===== src/rtl/prio_res_pkg.sv =====
package prio_res_pkg;
   // Sentinel convention: a search over an empty vector returns the vector width.
   function automatic int unsigned idx_bits(input int unsigned width);
      return (width <= 1) ? 1 : $clog2(width);
   endfunction
endpackage


===== src/rtl/prio_rot_align.sv =====
// Re-indexes a vector so that bit p of the result is the pin whose
// relative priority is p under the given rotation base.
module prio_rot_align #(
   parameter int WIDTH = 8,
   localparam int IW = prio_res_pkg::idx_bits(WIDTH)
) (
   input  logic [WIDTH-1:0] vec,
   input  logic [IW-1:0]    base,
   output logic [WIDTH-1:0] rel
);
   for (genvar p = 0; p < WIDTH; p++) begin : g_slot
      assign rel[p] = vec[IW'(p) + base];
   end
endmodule


===== src/rtl/prio_first_set.sv =====
// Returns the index of the lowest set bit, or WIDTH when none is set.
module prio_first_set #(
   parameter int WIDTH = 8,
   localparam int IW = prio_res_pkg::idx_bits(WIDTH)
) (
   input  logic [WIDTH-1:0] vec,
   output logic [IW:0]      prio
);
   always_comb begin
      prio = (IW+1)'(WIDTH);
      for (int i = WIDTH-1; i >= 0; i--) begin
         if (vec[i]) prio = (IW+1)'(i);
      end
   end
endmodule


===== src/rtl/prio_resolver.sv =====
module prio_resolver #(
   parameter int WIDTH       = 8,
   parameter bit IS_MASTER   = 1'b1,
   parameter int CASCADE_PIN = 2,
   localparam int IW = prio_res_pkg::idx_bits(WIDTH)
) (
   input  logic [WIDTH-1:0] req_vec,
   input  logic [WIDTH-1:0] mask_vec,
   input  logic [WIDTH-1:0] isr_vec,
   input  logic [IW-1:0]    rot_base,
   input  logic             nest_special,
   output logic             irq_valid,
   output logic [IW-1:0]    irq_pin
);
   // Elaboration-time parameter checks
   if (WIDTH < 2 || (WIDTH & (WIDTH - 1)) != 0) begin : g_bad_width
      $error("prio_resolver: WIDTH must be a power of two of at least 2");
   end
   if (CASCADE_PIN < 0 || CASCADE_PIN >= WIDTH) begin : g_bad_cascade
      $error("prio_resolver: CASCADE_PIN out of range");
   end

   logic [WIDTH-1:0] pend_vec, isr_eff;
   logic [WIDTH-1:0] pend_rel, isr_rel;
   logic [IW:0]      pend_prio, isr_prio;
   logic             hit;

   assign pend_vec = req_vec & ~mask_vec;

   // Variant choice: only a master may drop the cascade pin from the in-service level.
   if (IS_MASTER) begin : g_master
      logic [WIDTH-1:0] casc_bit;
      assign casc_bit = {{(WIDTH-1){1'b0}}, nest_special} << CASCADE_PIN;
      assign isr_eff  = isr_vec & ~casc_bit;
   end else begin : g_slave
      logic nest_unused;
      assign nest_unused = nest_special;
      assign isr_eff     = isr_vec;
   end

   prio_rot_align #(.WIDTH(WIDTH)) u_align_pend (
      .vec(pend_vec), .base(rot_base), .rel(pend_rel));
   prio_rot_align #(.WIDTH(WIDTH)) u_align_isr (
      .vec(isr_eff),  .base(rot_base), .rel(isr_rel));

   prio_first_set #(.WIDTH(WIDTH)) u_find_pend (.vec(pend_rel), .prio(pend_prio));
   prio_first_set #(.WIDTH(WIDTH)) u_find_isr  (.vec(isr_rel),  .prio(isr_prio));

   // isr_prio never exceeds WIDTH, so "none pending" (== WIDTH) can never win.
   assign hit       = (pend_prio < isr_prio);
   assign irq_valid = hit;
   assign irq_pin   = hit ? (pend_prio[IW-1:0] + rot_base) : '0;
endmodule


===== config.mk =====
export PLATFORM = sky130hd
export DESIGN_NAME = prio_resolver
export DESIGN_NICKNAME = d
export VERILOG_FILES = /design/src/rtl/prio_res_pkg.sv /design/src/rtl/prio_rot_align.sv /design/src/rtl/prio_first_set.sv /design/src/rtl/prio_resolver.sv
export SDC_FILE = /design/constraint.sdc
export NUM_CORES = 1
export LEC_CHECK = 0
export BUFFER_PORTS_ARGS = -buffer_cell sky130_fd_sc_hd__clkbuf_2
export CAP_MARGIN = 20
export CORE_MARGIN = 2
export CORE_UTILIZATION = 40
export DETAILED_ROUTE_END_ITERATION = 7
export SLEW_MARGIN = 15
export SYNTH_ARGS = -nofsm -noshare
export SYNTH_HDL_FRONTEND = slang
export SYNTH_SLANG_ARGS = --single-unit

===== constraint.sdc =====
create_clock -name vclk -period 10.6
set_input_delay 1.59 -clock vclk [all_inputs]
set_output_delay 1.59 -clock vclk [all_outputs]
set_load 0.01 [all_outputs]

==> flow_summary.json <==
{
  "grt_first_pass_wirelength_mm": 4.24,
  "grt_usage": 0.156,
  "initial_core_util": 0.413,
  "tightest_slew_ns": 0.500,
  "synthCells": 115,
  "crit_required_ns": 9.01,
  "worstPathCellList": "clkbuf_2 -> inv_1 -> ha_1 -> mux4_2 -> mux2_4 -> nor2_4 -> nand3_2 -> or4_1 -> ha_1 -> a2111oi_2 -> o211ai_1 -> a21oi_1 -> clkbuf_2",
  "ys_types": 49,
  "synth_area_um2": 1120,
  "slowest_stage": "or4_1",
  "utilization": 0.470,
  "area_delta_synth_final_pct": 13.9,
  "finalCritPeriodShare": 0.650,
  "fin_nets": 178,
  "leakage_nw": 0.551,
  "yosysSeqAreaShare": 0,
  "cp-start-kind": "input pin",
  "vdd_drop_max_mv": 0.0763,
  "place_hpwl_mm": 2.13,
  "min_period_ns": 6.89,
  "io_buffers": 32,
  "holdBufCountCts": 0,
  "min_path_type": "input pin to output pin",
  "synth.net_count": 150,
  "drt_iter0_drc": 33,
  "cts-resized-gates": 0,
  "hold_viol": 0,
  "syn_avg_cell_area_um2": 9.74,
  "drt-wirelength-per-cell_um": 14.5,
  "synth_warnings": 0,
  "rsz0062_at_grt": "false",
  "maxSlewViolCount": 0,
  "holdWs_ns": 3.94,
  "relSlewSlack": 0.666,
  "drc": 0,
  "grt_overflow_total": 0,
  "cp.arrival_ns": 5.30,
  "final.setup.tns_ns": 0,
  "path_max_fanout": 21,
  "grt_start_max_net_pins": 22,
  "setup_viol": 0,
  "placementRows": 19,
  "setup_slack_ns": 3.71,
  "critPathMaxStageDelay_ns": 0.54,
  "drtPass1Iterations": 4,
  "critical_path_class": "input pin to output pin",
  "gp_congestion": 0.782,
  "viasPerCell": 6.08,
  "clock_buffers": 0,
  "core_area_um2": 2710,
  "power_density_nw_per_um2": 77.3,
  "nFlopsAndLatches": 0,
  "seq_area_um2": 0,
  "ant_nets": 0,
  "antenna_found_initial": 0,
  "routed_wl_mm": 2.49,
  "status": "complete, no violations",
  "pre_cts_ws_ns": 3.69,
  "drive_above_1_share": 0.426,
  "dieArea_um2": 3240,
  "die_h_um": 56.9,
  "grt_pass1_vias": 997,
  "die_w_um": 56.9,
  "end_kind": "output pin",
  "max_freq_mhz": 145,
  "num_vias": 1046,
  "pin_count": 32,
  "max-cap-violations": 0,
  "postCtsSetupRepairBufs": 0,
  "num_antenna_cells": 0
}
==> cells in the final DEF, fill, tap and decap left out, types with 2 or more instances in the layout <==
cell type   n
o21ai_0     6
mux2_2      8
xnor2_1     2
clkbuf_2   32
mux2_4      2
mux2i_1     8
ha_1        6
nor2b_1     3
mux4_2     10
a21o_1      2
nand2_1     6
nand2b_1   10
mux4_1      3
nor2_1      6
inv_1       5
a21oi_1     3
==> metrics by stage <==
| stage | power (mW) | area, um2 | cells |
|---|---|---|---|
| after floorplan | 0.0740 | 1120 | 115 |
| after global placement | 0.0961 | 1270 | 172 |
| after detailed placement | 0.0984 | 1270 | 172 |
| after CTS | 0.0988 | 1270 | 172 |
| after global routing | 0.110 | 1270 | 172 |
| final | 0.0986 | 1270 | 172 |
==> worst max-delay path, delay by kind of cell <==
family | cells | cell delay, ns
muxes | 2 | 0.67
and+or+nand+nor | 3 | 0.70
adders and majority gates | 2 | 0.84
AOI/OAI and AO/OA | 3 | 0.75
buffers and inverters | 3 | 0.74
==> cell families after synthesis <==
logic type               share of synthesized area
XOR/XNOR                                    0.0380
AO/OA/AOI/OAI                                0.139
adder cells (fa/ha/maj)                     0.0849
buffers and inverters                       0.0559
multiplexers                                 0.450
AND/OR/NAND/NOR                              0.232
==> worst paths after layout <==
kind | to | start | cells past startpoint
worst max-delay path | irq_pin[2] | rot_base[0] | 13
worst min-delay path | irq_pin[2] | rot_base[2] | 5
==> power breakdown <==
group          switching (mW)  total, mW  internal [mW]
Combinational          0.0507     0.0986         0.0479
Sequential                  0          0              0
Clock                       0          0              0
==> area by class of cell <==
type	instances	area [um2]
fill	267	1440
tap	31	38.8
timing repair buffer	32	160
inverter	5	18.8
multi-input combinational	104	1060
==> cell usage after synthesis, types with 2 or more instances <==
cell type	n	area, um2
mux4_2	10	225
nand2b_1	10	62.6
a21oi_1	3	15.0
mux2i_1	8	80.1
a21o_1	2	15.0
mux4_1	3	78.8
o21ai_0	6	30.0
nor2_1	6	22.5
mux2_2	8	90.1
mux2_4	2	30.0
buf_2	2	10.0
inv_1	5	18.8
nor2b_1	3	18.8
xnor2_1	2	17.5
nand2_1	6	22.5
ha_1	6	75.1
==> metal layers <==
layer / global-route usage / vias up / part of all wire
li1: - / 509 / -
met1: 0.206 / 515 / 0.45
met2: 0.292 / 22 / 0.51
met3: 0.0115 / 0 / 0.041
met4: 0.00664 / 0 / 0
met5: 0 / - / 0
No activity file was read; power rests on OpenSTA's default activity.
